--- config.mk ---
export PLATFORM = sky130hd
export DESIGN_NAME = hop_nco
export DESIGN_NICKNAME = d
export VERILOG_FILES = /design/src/rtl/hop_nco_pkg.sv /design/src/rtl/hop_inc_bank.sv /design/src/rtl/hop_phase_acc.sv /design/src/rtl/hop_sine_lut.sv /design/src/rtl/hop_nco.sv
export SDC_FILE = /design/constraint.sdc
export NUM_CORES = 1
export LEC_CHECK = 0
export BUFFER_PORTS_ARGS = -buffer_cell sky130_fd_sc_hd__buf_4
export CORE_MARGIN = 10
export CORE_UTILIZATION = 55
export CTS_CLUSTER_SIZE = 8
export DETAILED_ROUTE_END_ITERATION = 10
export HOLD_SLACK_MARGIN = 0.15
export PLACE_DENSITY = 0.69
export SYNTH_ARGS = -nofsm -noshare
export SYNTH_HDL_FRONTEND = slang
export SYNTH_SLANG_ARGS = --single-unit
--- constraint.sdc ---
create_clock -name clk -period 3.5 [get_ports clk]
set_input_delay 0.525 -clock clk [delete_from_list [all_inputs] [get_ports clk]]
set_output_delay 0.525 -clock clk [all_outputs]
set_load 0.005 [all_outputs]
--- src/rtl/hop_nco_pkg.sv ---
package hop_nco_pkg;

    localparam int MAX_REGS  = 16;
    localparam int PHASE_W_D = 32;
    localparam real TWO_PI   = 6.283185307179586;

    // Rounded sine code for table entry idx out of depth, peak = 2^(amp_w-1)-1
    function automatic int sine_code(input int idx, input int depth, input int amp_w);
        real peak;
        real ang;
        peak = real'((1 << (amp_w - 1)) - 1);
        ang  = TWO_PI * real'(idx) / real'(depth);
        return $rtoi($floor(peak * $sin(ang) + 0.5));
    endfunction

endpackage

--- src/rtl/hop_inc_bank.sv ---
module hop_inc_bank #(
    parameter int NUM_REGS = 16,
    parameter int BUS_AW   = 4,
    parameter int DATA_W   = 32
) (
    input  logic                             clk,
    input  logic                             rst_n,
    input  logic                             wr_en,
    input  logic                             rd_en,
    input  logic [BUS_AW-1:0]                addr,
    input  logic [DATA_W-1:0]                wdata,
    input  logic [BUS_AW-1:0]                sel,
    output logic [DATA_W-1:0]                rdata,
    output logic [DATA_W-1:0]                sel_inc,
    output logic [NUM_REGS-1:0][DATA_W-1:0]  regs_out
);

    typedef struct packed {
        logic [NUM_REGS-1:0][DATA_W-1:0] regs;
        logic [DATA_W-1:0]               rdata;
    } bank_state_t;

    bank_state_t st_d, st_q;

    // Next state: decoded writes, registered read port (zero when idle)
    always_comb begin
        st_d       = st_q;
        st_d.rdata = '0;
        for (int i = 0; i < NUM_REGS; i++) begin
            if (rd_en && (addr == BUS_AW'(i))) begin
                st_d.rdata = st_q.regs[i];
            end
            if (wr_en && (addr == BUS_AW'(i))) begin
                st_d.regs[i] = wdata;
            end
        end
    end

    always_ff @(posedge clk or negedge rst_n) begin
        if (!rst_n) begin
            st_q <= '0;
        end else begin
            st_q <= st_d;
        end
    end

    // Select path: out-of-range select yields a zero step
    always_comb begin
        sel_inc = '0;
        for (int i = 0; i < NUM_REGS; i++) begin
            if (sel == BUS_AW'(i)) begin
                sel_inc = st_q.regs[i];
            end
        end
    end

    assign rdata    = st_q.rdata;
    assign regs_out = st_q.regs;

endmodule

--- src/rtl/hop_phase_acc.sv ---
module hop_phase_acc #(
    parameter int PHASE_W = 32
) (
    input  logic               clk,
    input  logic               rst_n,
    input  logic [PHASE_W-1:0] step,
    output logic [PHASE_W-1:0] phase
);

    typedef struct packed {
        logic [PHASE_W-1:0] acc;
    } acc_state_t;

    acc_state_t st_d, st_q;

    // Continuous accumulation, wraps modulo 2^PHASE_W; never reloaded on a hop
    always_comb begin
        st_d     = st_q;
        st_d.acc = st_q.acc + step;
    end

    always_ff @(posedge clk or negedge rst_n) begin
        if (!rst_n) begin
            st_q <= '0;
        end else begin
            st_q <= st_d;
        end
    end

    assign phase = st_q.acc;

endmodule

--- src/rtl/hop_sine_lut.sv ---
module hop_sine_lut #(
    parameter int LUT_AW = 8,
    parameter int AMP_W  = 16
) (
    input  logic                     clk,
    input  logic                     rst_n,
    input  logic [LUT_AW-1:0]        idx,
    output logic signed [AMP_W-1:0]  sample
);

    localparam int DEPTH = 1 << LUT_AW;

    logic signed [AMP_W-1:0] table_w [DEPTH];

    // Table contents computed at elaboration
    for (genvar i = 0; i < DEPTH; i++) begin : g_entry
        localparam int CODE = hop_nco_pkg::sine_code(i, DEPTH, AMP_W);
        assign table_w[i] = AMP_W'(CODE);
    end

    typedef struct packed {
        logic signed [AMP_W-1:0] smp;
    } lut_state_t;

    lut_state_t st_d, st_q;

    always_comb begin
        st_d     = st_q;
        st_d.smp = table_w[idx];
    end

    always_ff @(posedge clk or negedge rst_n) begin
        if (!rst_n) begin
            st_q <= '0;
        end else begin
            st_q <= st_d;
        end
    end

    assign sample = st_q.smp;

endmodule

--- src/rtl/hop_nco.sv ---
module hop_nco #(
    parameter int NUM_REGS = 16,
    parameter int BUS_AW   = 4,
    parameter int PHASE_W  = hop_nco_pkg::PHASE_W_D,
    parameter int LUT_AW   = 8,
    parameter int AMP_W    = 16
) (
    input  logic                     clk,
    input  logic                     rst_n,
    input  logic [BUS_AW-1:0]        bus_addr,
    input  logic                     bus_write,
    input  logic [PHASE_W-1:0]       bus_writedata,
    input  logic                     bus_read,
    output logic [PHASE_W-1:0]       bus_readdata,
    input  logic [BUS_AW-1:0]        hop_sel,
    output logic [PHASE_W-1:0]       phase_out,
    output logic signed [AMP_W-1:0]  sample_out
);

    localparam int IDX_LSB = PHASE_W - LUT_AW;

    logic [PHASE_W-1:0]                sel_inc;
    logic [NUM_REGS-1:0][PHASE_W-1:0]  bank_regs;
    logic [PHASE_W-1:0]                acc_phase;

    hop_inc_bank #(
        .NUM_REGS (NUM_REGS),
        .BUS_AW   (BUS_AW),
        .DATA_W   (PHASE_W)
    ) u_bank (
        .clk      (clk),
        .rst_n    (rst_n),
        .wr_en    (bus_write),
        .rd_en    (bus_read),
        .addr     (bus_addr),
        .wdata    (bus_writedata),
        .sel      (hop_sel),
        .rdata    (bus_readdata),
        .sel_inc  (sel_inc),
        .regs_out (bank_regs)
    );

    hop_phase_acc #(
        .PHASE_W (PHASE_W)
    ) u_acc (
        .clk   (clk),
        .rst_n (rst_n),
        .step  (sel_inc),
        .phase (acc_phase)
    );

    hop_sine_lut #(
        .LUT_AW (LUT_AW),
        .AMP_W  (AMP_W)
    ) u_lut (
        .clk    (clk),
        .rst_n  (rst_n),
        .idx    (acc_phase[PHASE_W-1:IDX_LSB]),
        .sample (sample_out)
    );

    assign phase_out = acc_phase;

endmodule

==> impl_metrics.json <==
{
  "cts_buffers": 84,
  "drive_gt1_share_pct": 37.3,
  "rr_worst_depth": 18,
  "path_cells": "a22o_1 -> a221oi_2 -> o21ai_2 -> a2111oi_4 -> o22ai_2 -> ha_2 -> inv_2 -> fa_2 -> nor2b_4 -> o31ai_4 -> a211oi_4 -> buf_6 -> o2111ai_4 -> nand4_1 -> buf_4 -> a311oi_2 -> o21bai_1 -> xor2_1",
  "switching_share_pct": 41.0,
  "p_int_w": 0.0194,
  "ys_seq_area_share_pct": 43.9,
  "ant_nets": 0,
  "grt_overflow": 0,
  "violations": "negative setup slack",
  "ys_types": 87,
  "drc": 0,
  "fin_crit_sh_pct": 111,
  "synth_top_area_share_pct": 43.9,
  "cts_tree": "yes",
  "hold_class": "input port to flip-flop",
  "ys_top_cells_by_area": "dfrtp_1, mux2_2, o21ai_0, a21oi_1, a22oi_1",
  "die-height_um": 268,
  "r2r-end": "u_acc.phase[28]$_DFF_PN0_",
  "reg2reg_setup_slack_ps": -380,
  "layout_commonest_cell": "dfrtp_1",
  "viasPerCell": 7.37,
  "nFillCells": 4526,
  "critPathSlowestCell": "dfrtp_1",
  "power_density_nw_per_um2": 794,
  "async_flop_share_pct": 100,
  "grt_pass1_wl_um": 219000,
  "initial_utilization_pct": 55.7,
  "power_leakage_nw": 17.9,
  "dieArea_sq_um": 71600,
  "timing.fmax_mhz": 258,
  "slowest_delay_ps": 400,
  "worst_pin_slew_ps": 778,
  "fin_ws_ps": -380,
  "clock_sinks": 592,
  "worstPathArrival_ps": 4380,
  "period_needed_ps": 3880,
  "placed_cells": 4307,
  "path_delay_family": "compound AO/OA/AOI/OAI gates",
  "clockBufferDepth": 3,
  "cp.required_ps": 4000,
  "first_pass_iters": 7,
  "min_delay_path_depth": 2,
  "met2WireLength_um": 65300,
  "finalWeightedCongestion": 1.05,
  "layout_common_cells": "dfrtp_1, buf_4, mux2_2",
  "wl_met3_um": 20800,
  "fin_cells": 4432,
  "syn_nets": 3339,
  "hold_viol_final": 0,
  "synth_edf_count": 0,
  "vias": 32655,
  "syn_to_final_growth_pct": 22.9,
  "cp-end-kind": "flip-flop",
  "htree_num_levels": 3,
  "wl_met1_um": 52900,
  "setup_viol": 12,
  "path_buf_inv": 3,
  "drtIter0Drc": 4675,
  "clk_latency_ps": 660,
  "hp-start": "bus_writedata[9]",
  "final_max_slew_viol_count": 0,
  "hpwl_um": 103000,
  "grt_pass1_vias": 32614,
  "fin_util_pct": 68.4,
  "criticalPathCategory": "flip-flop to flip-flop",
  "hold_slack_ps": 237,
  "synthFlopType": "dfrtp_1",
  "top_layer_used": "met5",
  "critPathMaxFanout": 3,
  "clkTransAtPathRegs_ps": 50,
  "fin_skew_ps": 46.5,
  "synth_area_leader_cell": "dfrtp_1",
  "synthCells": 3242,
  "io_buffers": 123,
  "die-width_um": 268,
  "track_usage_pct": 41.4,
  "clkPwrFrac_pct": 22.4,
  "comb_power_share_pct": 46.2,
  "nets": 3734,
  "slew_headroom_pct": 48.1,
  "coreArea_sq_um": 60600,
  "multi_input_area_sq_um": 18200,
  "critPathLaunchType": "flip-flop",
  "switchingPower_w": 0.0135,
  "vdd_ir_drop_max_mv": 0.575,
  "hold_path_end": "u_bank.regs_out[393]$_DFFE_PN0P_",
  "synth_area_sq_um": 33700,
  "wire_per_inst_um": 34.1,
  "grt_max_degree": 96,
  "wl_um": 151000,
  "grt_antenna_before_repair": 8,
  "seq_area_sq_um": 14800,
  "rows": 90,
  "seq_power_share_pct": 31.3,
  "synth.avg_cell_area_sq_um": 10.4,
  "yosys_register_bits": 592,
  "cap_violations": 0,
  "cts-root-buf": "clkbuf_16",
  "rsz0062_at_grt": "true",
  "io_pins": 124,
  "yosys_warnings": 0,
  "r2r_start": "u_bank.regs_out[96]$_DFFE_PN0P_",
  "status": "complete, but fails checks"
}
-- cells in the mapped netlist (8+ instances only) --
cell	number
dfrtp_1	592
mux2_2	529
o21ai_0	235
nor2_1	203
a21oi_1	195
nand2_1	192
clkbuf_1	147
a22oi_1	103
buf_2	88
o22ai_1	75
a221oi_1	59
nand3_1	58
ha_1	52
a211oi_1	49
nor2b_1	45
a222oi_1	44
a31oi_1	43
mux2i_1	43
nor3_1	42
a22o_1	32
inv_1	28
buf_1	25
nand2b_1	23
xnor2_1	23
a221o_1	22
nand4_1	20
o211ai_1	20
buf_4	16
mux4_2	14
o221ai_1	14
a21o_1	13
o31ai_1	13
a311oi_1	12
and3_1	12
nor4_1	10
nand3b_1	9
and2_1	8
buf_6	8
xor2_1	8
-- cells by family (layout without fill, tap and decap cells) --
group	count (synthesis)	count (layout)	share of synthesized area [%]
adder cells (fa/ha/maj)	53	53	1.99
AND/OR/NAND/NOR	656	656	9.15
multiplexers	587	587	19.9
other	0	4	0
flip-flops	592	592	43.9
XOR/XNOR	31	31	0.805
buffers and inverters	317	721	4.21
AO/OA/AOI/OAI	1006	1006	20.0
-- power groups by stage --
stage / Sequential [W] / Combinational, W / Clock (W)
floorplan: 0.00967 / 0.00802 / 0
global placement: 0.0102 / 0.0141 / 0
detailed placement: 0.0103 / 0.0141 / 0
CTS: 0.0102 / 0.0144 / 0.00741
global route: 0.0105 / 0.0160 / 0.00769
finish: 0.0103 / 0.0152 / 0.00738
-- sequential cells by signal (all words and copies together) (netlist names) --
signal and flops:
u_acc.phase 32, u_bank.regs_out 512, u_lut.sample 16, u_bank.rdata 32
-- layout make-up --
type	instances	share of cell area (%)
well taps	782	2.36
clock inverters	8	0.420
flip-flops and latches	592	35.8
diodes	4	0.0241
repair buffers	593	12.1
inverters	33	0.299
multi-input cells	2333	43.9
clock buffers	87	5.12
-- layer usage --
layer / track usage, % / vias up
li1: - / 13066
met1: 50.6 / 15950
met2: 62.1 / 2783
met3: 13.7 / 846
met4: 26.9 / 10
met5: 0 / -
-- how the worst max path moves through the flow --
stage	startpoint	to	slack (ps)	cells after the start
final	u_bank.regs_out[96]$_DFFE_PN0P_	u_acc.phase[28]$_DFF_PN0_	-380	18
after global routing	u_bank.regs_out[96]$_DFFE_PN0P_	u_acc.phase[28]$_DFF_PN0_	-450	18
after CTS	u_bank.regs_out[80]$_DFFE_PN0P_	u_acc.phase[28]$_DFF_PN0_	-290	18
after detailed placement	hop_sel[3]	u_acc.phase[28]$_DFF_PN0_	-1120	19
after global placement	hop_sel[1]	u_acc.phase[28]$_DFF_PN0_	-1110	20
after floorplan	hop_sel[1]	u_acc.phase[28]$_DFF_PN0_	-320	18
-- through the flow --
| step | total power [W] | cell area, sq um | setup TNS, ps | setup slack [ps] |
|---|---|---|---|---|
| 2_1_floorplan | 0.0177 | 33900 | -1480 | -319 |
| 3_3_place_gp | 0.0243 | 38400 | -18850 | -1110 |
| 3_5_place_dp | 0.0244 | 38400 | -19290 | -1120 |
| 4_1_cts | 0.0320 | 41000 | -1630 | -287 |
| 5_1_grt | 0.0341 | 41400 | -3080 | -447 |
| 6_report | 0.0329 | 41500 | -1840 | -380 |
-- worst reg2reg max path, cell delays in order (launching register included) --
cell,delay (ps)
dfrtp_1,400
a22o_1,240
a221oi_2,250
o21ai_2,160
a2111oi_4,230
o22ai_2,170
ha_2,230
inv_2,60
fa_2,230
nor2b_4,60
o31ai_4,290
a211oi_4,140
buf_6,170
o2111ai_4,190
nand4_1,170
buf_4,190
a311oi_2,260
o21bai_1,130
xor2_1,150
-- repair_timing --
action                                  4_1_cts  5_1_grt
endpoints found under the setup margin       17       18
hold buffers                                  1        0
hold endpoints to repair                     64        0
buffers inserted                             10       17
gates resized for setup                      61       53
pin swaps                                    38       33
(Power assumes the default switching activity.)
